`config.mk`:
```
export PLATFORM = sky130hd
export DESIGN_NAME = strip_hit_finder
export DESIGN_NICKNAME = d
export VERILOG_FILES = /design/src/rtl/strip_hit_finder.sv
export SDC_FILE = /design/constraint.sdc
export NUM_CORES = 2
export LEC_CHECK = 0
export BUFFER_PORTS_ARGS = -buffer_cell sky130_fd_sc_hd__buf_2
export CAP_MARGIN = 10
export CORE_MARGIN = 5
export CORE_UTILIZATION = 55
export CTS_CLUSTER_SIZE = 16
export DETAILED_ROUTE_END_ITERATION = 8
export PLACE_DENSITY_LB_ADDON = 0.25
export SLEW_MARGIN = 20
export SYNTH_ARGS = -nofsm -noshare
export SYNTH_HDL_FRONTEND = slang
export SYNTH_SLANG_ARGS = --single-unit
```
`constraint.sdc`:
```
create_clock -name clk -period 28.9 [get_ports clk]
set_input_delay 4.335 -clock clk [delete_from_list [all_inputs] [get_ports clk]]
set_output_delay 4.335 -clock clk [all_outputs]
set_load 0.01 [all_outputs]
```
`src/rtl/strip_hit_finder.sv`:
```
module strip_hit_finder #(
  parameter int NSTRIP  = 128,
  parameter int ADC_W   = 12,
  parameter int NOISE_W = 8,
  parameter int CUT_W   = 8,
  parameter int NCUT_W  = 12,
  parameter int DEPTH   = 8,
  localparam int IDX_W  = $clog2(NSTRIP)
) (
  input  logic               clk,
  input  logic               rst_n,
  input  logic               tbl_we,
  input  logic [IDX_W-1:0]   tbl_addr,
  input  logic [ADC_W-1:0]   tbl_ped,
  input  logic [NOISE_W-1:0] tbl_noise,
  input  logic               tbl_bad,
  input  logic [CUT_W-1:0]   seed_cut,
  input  logic [CUT_W-1:0]   nbr_cut,
  input  logic [NCUT_W-1:0]  noisy_cut,
  input  logic [NOISE_W-1:0] avg_noise,
  input  logic               raw_mode,
  input  logic               in_valid,
  output logic               in_ready,
  input  logic [ADC_W-1:0]   in_sample,
  output logic               out_valid,
  input  logic               out_ready,
  output logic               out_eoe,
  output logic [IDX_W-1:0]   out_strip,
  output logic signed [ADC_W:0] out_amp
);
  localparam int AMP_W = ADC_W + 1;
  localparam int PW    = ADC_W + CUT_W + NOISE_W + 3;
  localparam int NQ    = NOISE_W + NCUT_W + 2;
  localparam int ENT_W = 1 + IDX_W + AMP_W;
  localparam int AW    = (DEPTH > 1) ? $clog2(DEPTH) : 1;
  localparam logic [IDX_W-1:0] LAST  = IDX_W'(NSTRIP - 1);
  localparam logic [AW:0]      FULLC = (AW+1)'(DEPTH);
  localparam logic [AW-1:0]    PTOP  = AW'(DEPTH - 1);

  typedef enum logic [1:0] {S_RUN, S_TAIL, S_EOE} st_t;

  logic [ADC_W-1:0]   ped_mem   [NSTRIP];
  logic [NOISE_W-1:0] noise_mem [NSTRIP];
  logic               bad_mem   [NSTRIP];

  always_ff @(posedge clk)
    if (tbl_we) begin
      ped_mem[tbl_addr]   <= tbl_ped;
      noise_mem[tbl_addr] <= tbl_noise;
      bad_mem[tbl_addr]   <= tbl_bad;
    end

  st_t              st;
  logic [IDX_W-1:0] idx, h_idx;
  logic signed [AMP_W-1:0] h_amp;
  logic h_raw, h_seed, h_nbr, l_seed;

  logic [ENT_W-1:0] fifo_mem [DEPTH];
  logic [AW-1:0]    wp, rp;
  logic [AW:0]      count;
  logic             full, accept, wr, rd;
  logic             take_run, take_tail, take_eoe;

  logic signed [AMP_W-1:0] amp, cur_amp;
  logic signed [PW-1:0]    amp4, seed_lim, nbr_lim;
  logic                    noisy, cur_ok, cur_seed, cur_nbr;

  assign amp      = $signed({1'b0, in_sample}) - $signed({1'b0, ped_mem[idx]});
  assign amp4     = PW'(amp) <<< 2;
  assign seed_lim = $signed(PW'(seed_cut) * PW'(noise_mem[idx]));
  assign nbr_lim  = $signed(PW'(nbr_cut) * PW'(noise_mem[idx]));
  assign noisy    = (NQ'(noise_mem[idx]) << 2) > NQ'(noisy_cut) * NQ'(avg_noise);
  assign cur_ok   = !bad_mem[idx] && !noisy;
  assign cur_seed = cur_ok && (amp4 >= seed_lim);
  assign cur_nbr  = cur_ok && (amp4 >= nbr_lim);
  assign cur_amp  = raw_mode ? $signed({1'b0, in_sample}) : amp;

  assign full     = (count == FULLC);
  assign in_ready = (st == S_RUN) && !full;
  assign accept   = in_valid && in_ready;

  assign take_run  = accept && (idx != '0) &&
                     (h_raw || h_seed || (h_nbr && (l_seed || cur_seed)));
  assign take_tail = (st == S_TAIL) && !full && (h_raw || h_seed || (h_nbr && l_seed));
  assign take_eoe  = (st == S_EOE) && !full;
  assign wr        = take_run || take_tail || take_eoe;

  always_ff @(posedge clk) begin
    if (!rst_n) begin
      st <= S_RUN; idx <= '0; h_idx <= '0; h_amp <= '0;
      h_raw <= 1'b0; h_seed <= 1'b0; h_nbr <= 1'b0; l_seed <= 1'b0;
    end else if (accept) begin
      idx    <= (idx == LAST) ? '0 : idx + 1'b1;
      h_idx  <= idx;
      h_amp  <= cur_amp;
      h_raw  <= raw_mode;
      h_seed <= cur_seed;
      h_nbr  <= cur_nbr;
      l_seed <= (idx == '0) ? 1'b0 : h_seed;
      if (idx == LAST) st <= S_TAIL;
    end else if (st == S_TAIL && !full) begin
      st <= S_EOE;
    end else if (st == S_EOE && !full) begin
      st <= S_RUN;
    end
  end

  assign out_valid = (count != '0);
  assign rd        = out_valid && out_ready;
  assign {out_eoe, out_strip, out_amp} = fifo_mem[rp];

  always_ff @(posedge clk)
    if (wr) fifo_mem[wp] <= take_eoe ? {1'b1, {IDX_W{1'b0}}, {AMP_W{1'b0}}}
                                     : {1'b0, h_idx, h_amp};

  always_ff @(posedge clk) begin
    if (!rst_n) begin
      wp <= '0; rp <= '0; count <= '0;
    end else begin
      if (wr) wp <= (wp == PTOP) ? '0 : wp + 1'b1;
      if (rd) rp <= (rp == PTOP) ? '0 : rp + 1'b1;
      case ({wr, rd})
        2'b10:   count <= count + 1'b1;
        2'b01:   count <= count - 1'b1;
        default: count <= count;
      endcase
    end
  end

  p_no_overflow_r9: assert property (@(posedge clk) disable iff (!rst_n)
    count <= FULLC);

  p_head_hold_r9: assert property (@(posedge clk) disable iff (!rst_n)
    out_valid && !out_ready |=> out_valid && $stable({out_eoe, out_strip, out_amp}));

  p_flush_stall_r6: assert property (@(posedge clk) disable iff (!rst_n)
    accept && idx == LAST |=> st == S_TAIL && !in_ready);

  p_marker_write_r7: assert property (@(posedge clk) disable iff (!rst_n)
    st == S_EOE && !full |=> out_valid && st == S_RUN);

  p_no_idle_write_r3: assert property (@(posedge clk) disable iff (!rst_n)
    st == S_RUN && !accept |=> count <= $past(count));
endmodule

```
==> metrics.txt <==
parity-gate share of the synthesized area counting xor and xnor cells 0.3442%; filler-free cell count of the finished design 8959; routability cong. 0.8140; worst hold slack 0.4644 ns; H-tree levels 5; P per Cell Area 70.28 mW/mm2; Yosys Warn Count 0; detailed-route DRC error count 0; critical path capture point count[3]; area of the core 0.2167 mm2; Reg clk slew, reported paths 0.06 ns; share of cells above drive strength 1 29.28%; timing-limited maximum frequency 83.32 MHz; Compound-Gate Fraction of Synth Area 1.350%; worst slew margin relative to its limit 21.42%; commonest non-fill, non-tap cell in the layout sky130_fd_sc_hd__edfxtp_1; worst r2r dst count[3]; count of cells resized by post-cts repair 0; most prevalent standard cell on the critical path sky130_fd_sc_hd__inv_1; WP data arrival 12.86 ns; leftover overflow at the end of global routing 0; post-synthesis average cell area 21.57 um2; number of buffers created by CTS 300; initial core utilization 55.18%; clock insertion delay at the later pin of the skew report 0.94 ns; nature of the critical path endpoint flop; Die H 476.3 um; number of ports placed on the die boundary 105; DR vias/cell 6.495; critical path peak fanout 120; class of the worst hold path flop to flop; data required time at the worst endpoint 29.76 ns; number of register bits inferred by synthesis 2909; Critical Setup Path Class flop to flop; clock tree root buffer cell sky130_fd_sc_hd__clkbuf_16; run status completed; Gate Count Post-Synth 5544; number of violations reported at the end of detailed-routing iteration 0 7954; clock sink count 2909; area growth from synthesis to final layout 11.81%; cell type of the slowest stage on the worst timing path sky130_fd_sc_hd__dfxtp_4; # placed instances 8440; number of enable flip-flop cells after synthesis 2856; worst slew pin tran 1.179 ns; total of hold buffers inserted after clock tree synthesis 0; Worst VDD drop 0.04546 mV; Post-Syn Nets 5929; setup violators final 0; Critical Path Start Type flop; ratio of final minimum period to clock period 41.53%; synthesized cell area 0.1196 mm2; Final Hold Vio Count 0; accumulated negative setup slack 0 ns; via count of the routed design 58190; Worst Reg2Reg Path Length in Cells 42; wire length of the first global-routing pass 420700 um; TritonCTS clock tree yes; multiplexer share of the synthesized area 17.50%; routed length per instance 32.56 um; max-slew violations 0; fraction of registers with async set or reset after synthesis 0%; largest family of logic cells by synthesized area multiplexers; site row count 171; maximum number of pins on one net before global-route repair 134; max cap viols 0; Leakage 0.04280 uW; final wirelength 291700 um; post-CTS setup buffer count 0; final worst clock skew 0.05000 ns; setup repair after global routing missed its margin false; post-synth cell types 68; DP HPWL 169200 um; width of the chip 476.3 um; number of global-route vias before repair 58620; antenna viol nets, final 0; delay of the slowest critical-path stage 0.80 ns; flop-to-flop setup slack 16.90 ns; Total Routing Usage GR 25.72%; share of synthesized cell area in and, or, nand and nor gates 2.500%; number of detailed-route iterations in the first pass 7; Final Net Count 6273; area of the die 0.2269 mm2; Synth Area in Adders 4.011%; number of buffers inserted by port buffering 104; final period demand of the worst path 12.00 ns; top flip-flop cell by instance count after synthesis sky130_fd_sc_hd__edfxtp_1; fraction of the yosys area taken by sequential cells 72.60%; buffer levels on the longest clock path 4; highest-count cells in the layout ignoring fill and taps 2856 x sky130_fd_sc_hd__edfxtp_1, 904 x sky130_fd_sc_hd__mux4_2, 307 x sky130_fd_sc_hd__clkbuf_16, 211 x sky130_fd_sc_hd__buf_4, 206 x sky130_fd_sc_hd__nand2_1; initial antenna violation count 28
[critical path: cells and delay by family, from the launching register on]
family	cells	cell delay (ns)
flip-flops	1	0.80
buffers and inverters	9	2.46
adder cells (fa/ha/maj)	8	2.97
XOR/XNOR	2	0.23
AO/OA/AOI/OAI	12	2.12
multiplexers	3	1.56
AND/OR/NAND/NOR	8	1.54
[kinds of logic after synthesis]
logic type,Yosys count
simple gates,630
compound gates,236
xor+xnor,47
buf+inv,461
fa+ha+maj,303
flops,2909
mux,958
[synth_stat cells (all sizes together) (2+ instances only)]
library cell     n  area share (%)
mux2i           30            0.25
o21bai          10           0.063
nand2          206            0.65
nor2           169            0.53
o2111ai          3           0.022
fa             134             2.2
clkbuf         124            0.39
edfxtp        2856              72
xor2            19            0.14
nand4b           4           0.029
and2            77            0.40
dfxtp           53            0.89
nor3            14           0.059
a21o            33            0.21
ha             169             1.8
o41ai            2           0.015
o211ai           8           0.050
a211o            2           0.015
nand4            9           0.047
nor3b            8           0.050
a311oi           4           0.029
a2111oi          5           0.042
inv            202            0.63
xnor2           28            0.21
or4              2           0.013
o311a            2           0.017
a211oi           7           0.048
nand3b           3           0.019
nor4             3           0.016
a22o             4           0.029
o211a            6           0.050
mux2            24            0.23
nand2b          14           0.073
a22oi           17            0.11
mux4           904              17
and3             6           0.031
nor2b           84            0.44
o31ai            6           0.038
nand3           25            0.10
a21boi          15           0.094
o21a             5           0.031
a21oi           54            0.23
o21ai           37            0.16
a31oi            6           0.031
buf            135            0.67
[registers in the layout (all words and copies together) (netlist names), 2 cells and up, named ones only]
name	cells
ped_mem	1536
bad_mem	128
fifo_mem	168
wp	3
h_idx	7
h_amp	13
noise_mem	1024
count	4
idx	7
rp	3
st	2
[routing by layer]
metal | GRT usage, % | vias up | part of all wire [%]
met4 | 6.778 | 4 | 2.6
li1 | - | 23490 | -
met5 | 0 | - | 0.0062
met3 | 5.163 | 472 | 9.9
met2 | 41.00 | 3117 | 49
met1 | 37.15 | 31110 | 39
[worst min-delay path by stage]
| stage | slack [ns] | cells past startpoint | start | end |
|---|---|---|---|---|
| floorplan | 0.44 | 2 | h_amp[0] | h_amp[0] |
| finish | 0.46 | 2 | h_amp[0] | h_amp[0] |
| CTS | 0.47 | 2 | h_amp[0] | h_amp[0] |
| global route | 0.49 | 2 | h_raw | h_raw |
| detailed placement | 0.46 | 2 | h_amp[0] | h_amp[0] |
| global placement | 0.45 | 2 | l_seed | l_seed |
[where the power goes]
part	total (uW)	switching [uW]	leakage, uW	internal (uW)
Clock	3680	1540	0.00450	2140
Combinational	1060	609	0.0121	454
Sequential	4660	9.39	0.0262	4650
Total	9400	2150	0.0428	7240
[per-stage QoR]
| stage | total power (uW) | area, um2 | setup slack [ns] | util (%) |
|---|---|---|---|---|
| 2_1_floorplan | 5494 | 119600 | 17.72 | - |
| 3_3_place_gp | 5810 | 124500 | 16.85 | 57.43 |
| 5_1_grt | 9757 | 133700 | 15.94 | 61.69 |
| 6_report | 9398 | 133700 | 16.90 | 61.70 |
| 3_5_place_dp | 5820 | 124500 | 16.80 | 57.44 |
| 4_1_cts | 9460 | 133700 | 16.78 | 61.68 |
[cell type report]
| class | count | area (um2) |
|---|---|---|
| clock buffers | 360 | 7881 |
| diodes | 9 | 22.52 |
| inverters | 202 | 765.7 |
| fillers | 14630 | 83010 |
| repair buffers | 301 | 2140 |
| flip-flops and latches | 2909 | 86850 |
| clock inverters | 150 | 1314 |
| multi-input cells | 2174 | 31180 |
| well taps | 2854 | 3571 |
Note: power is estimated with default switching activity, not from simulation.
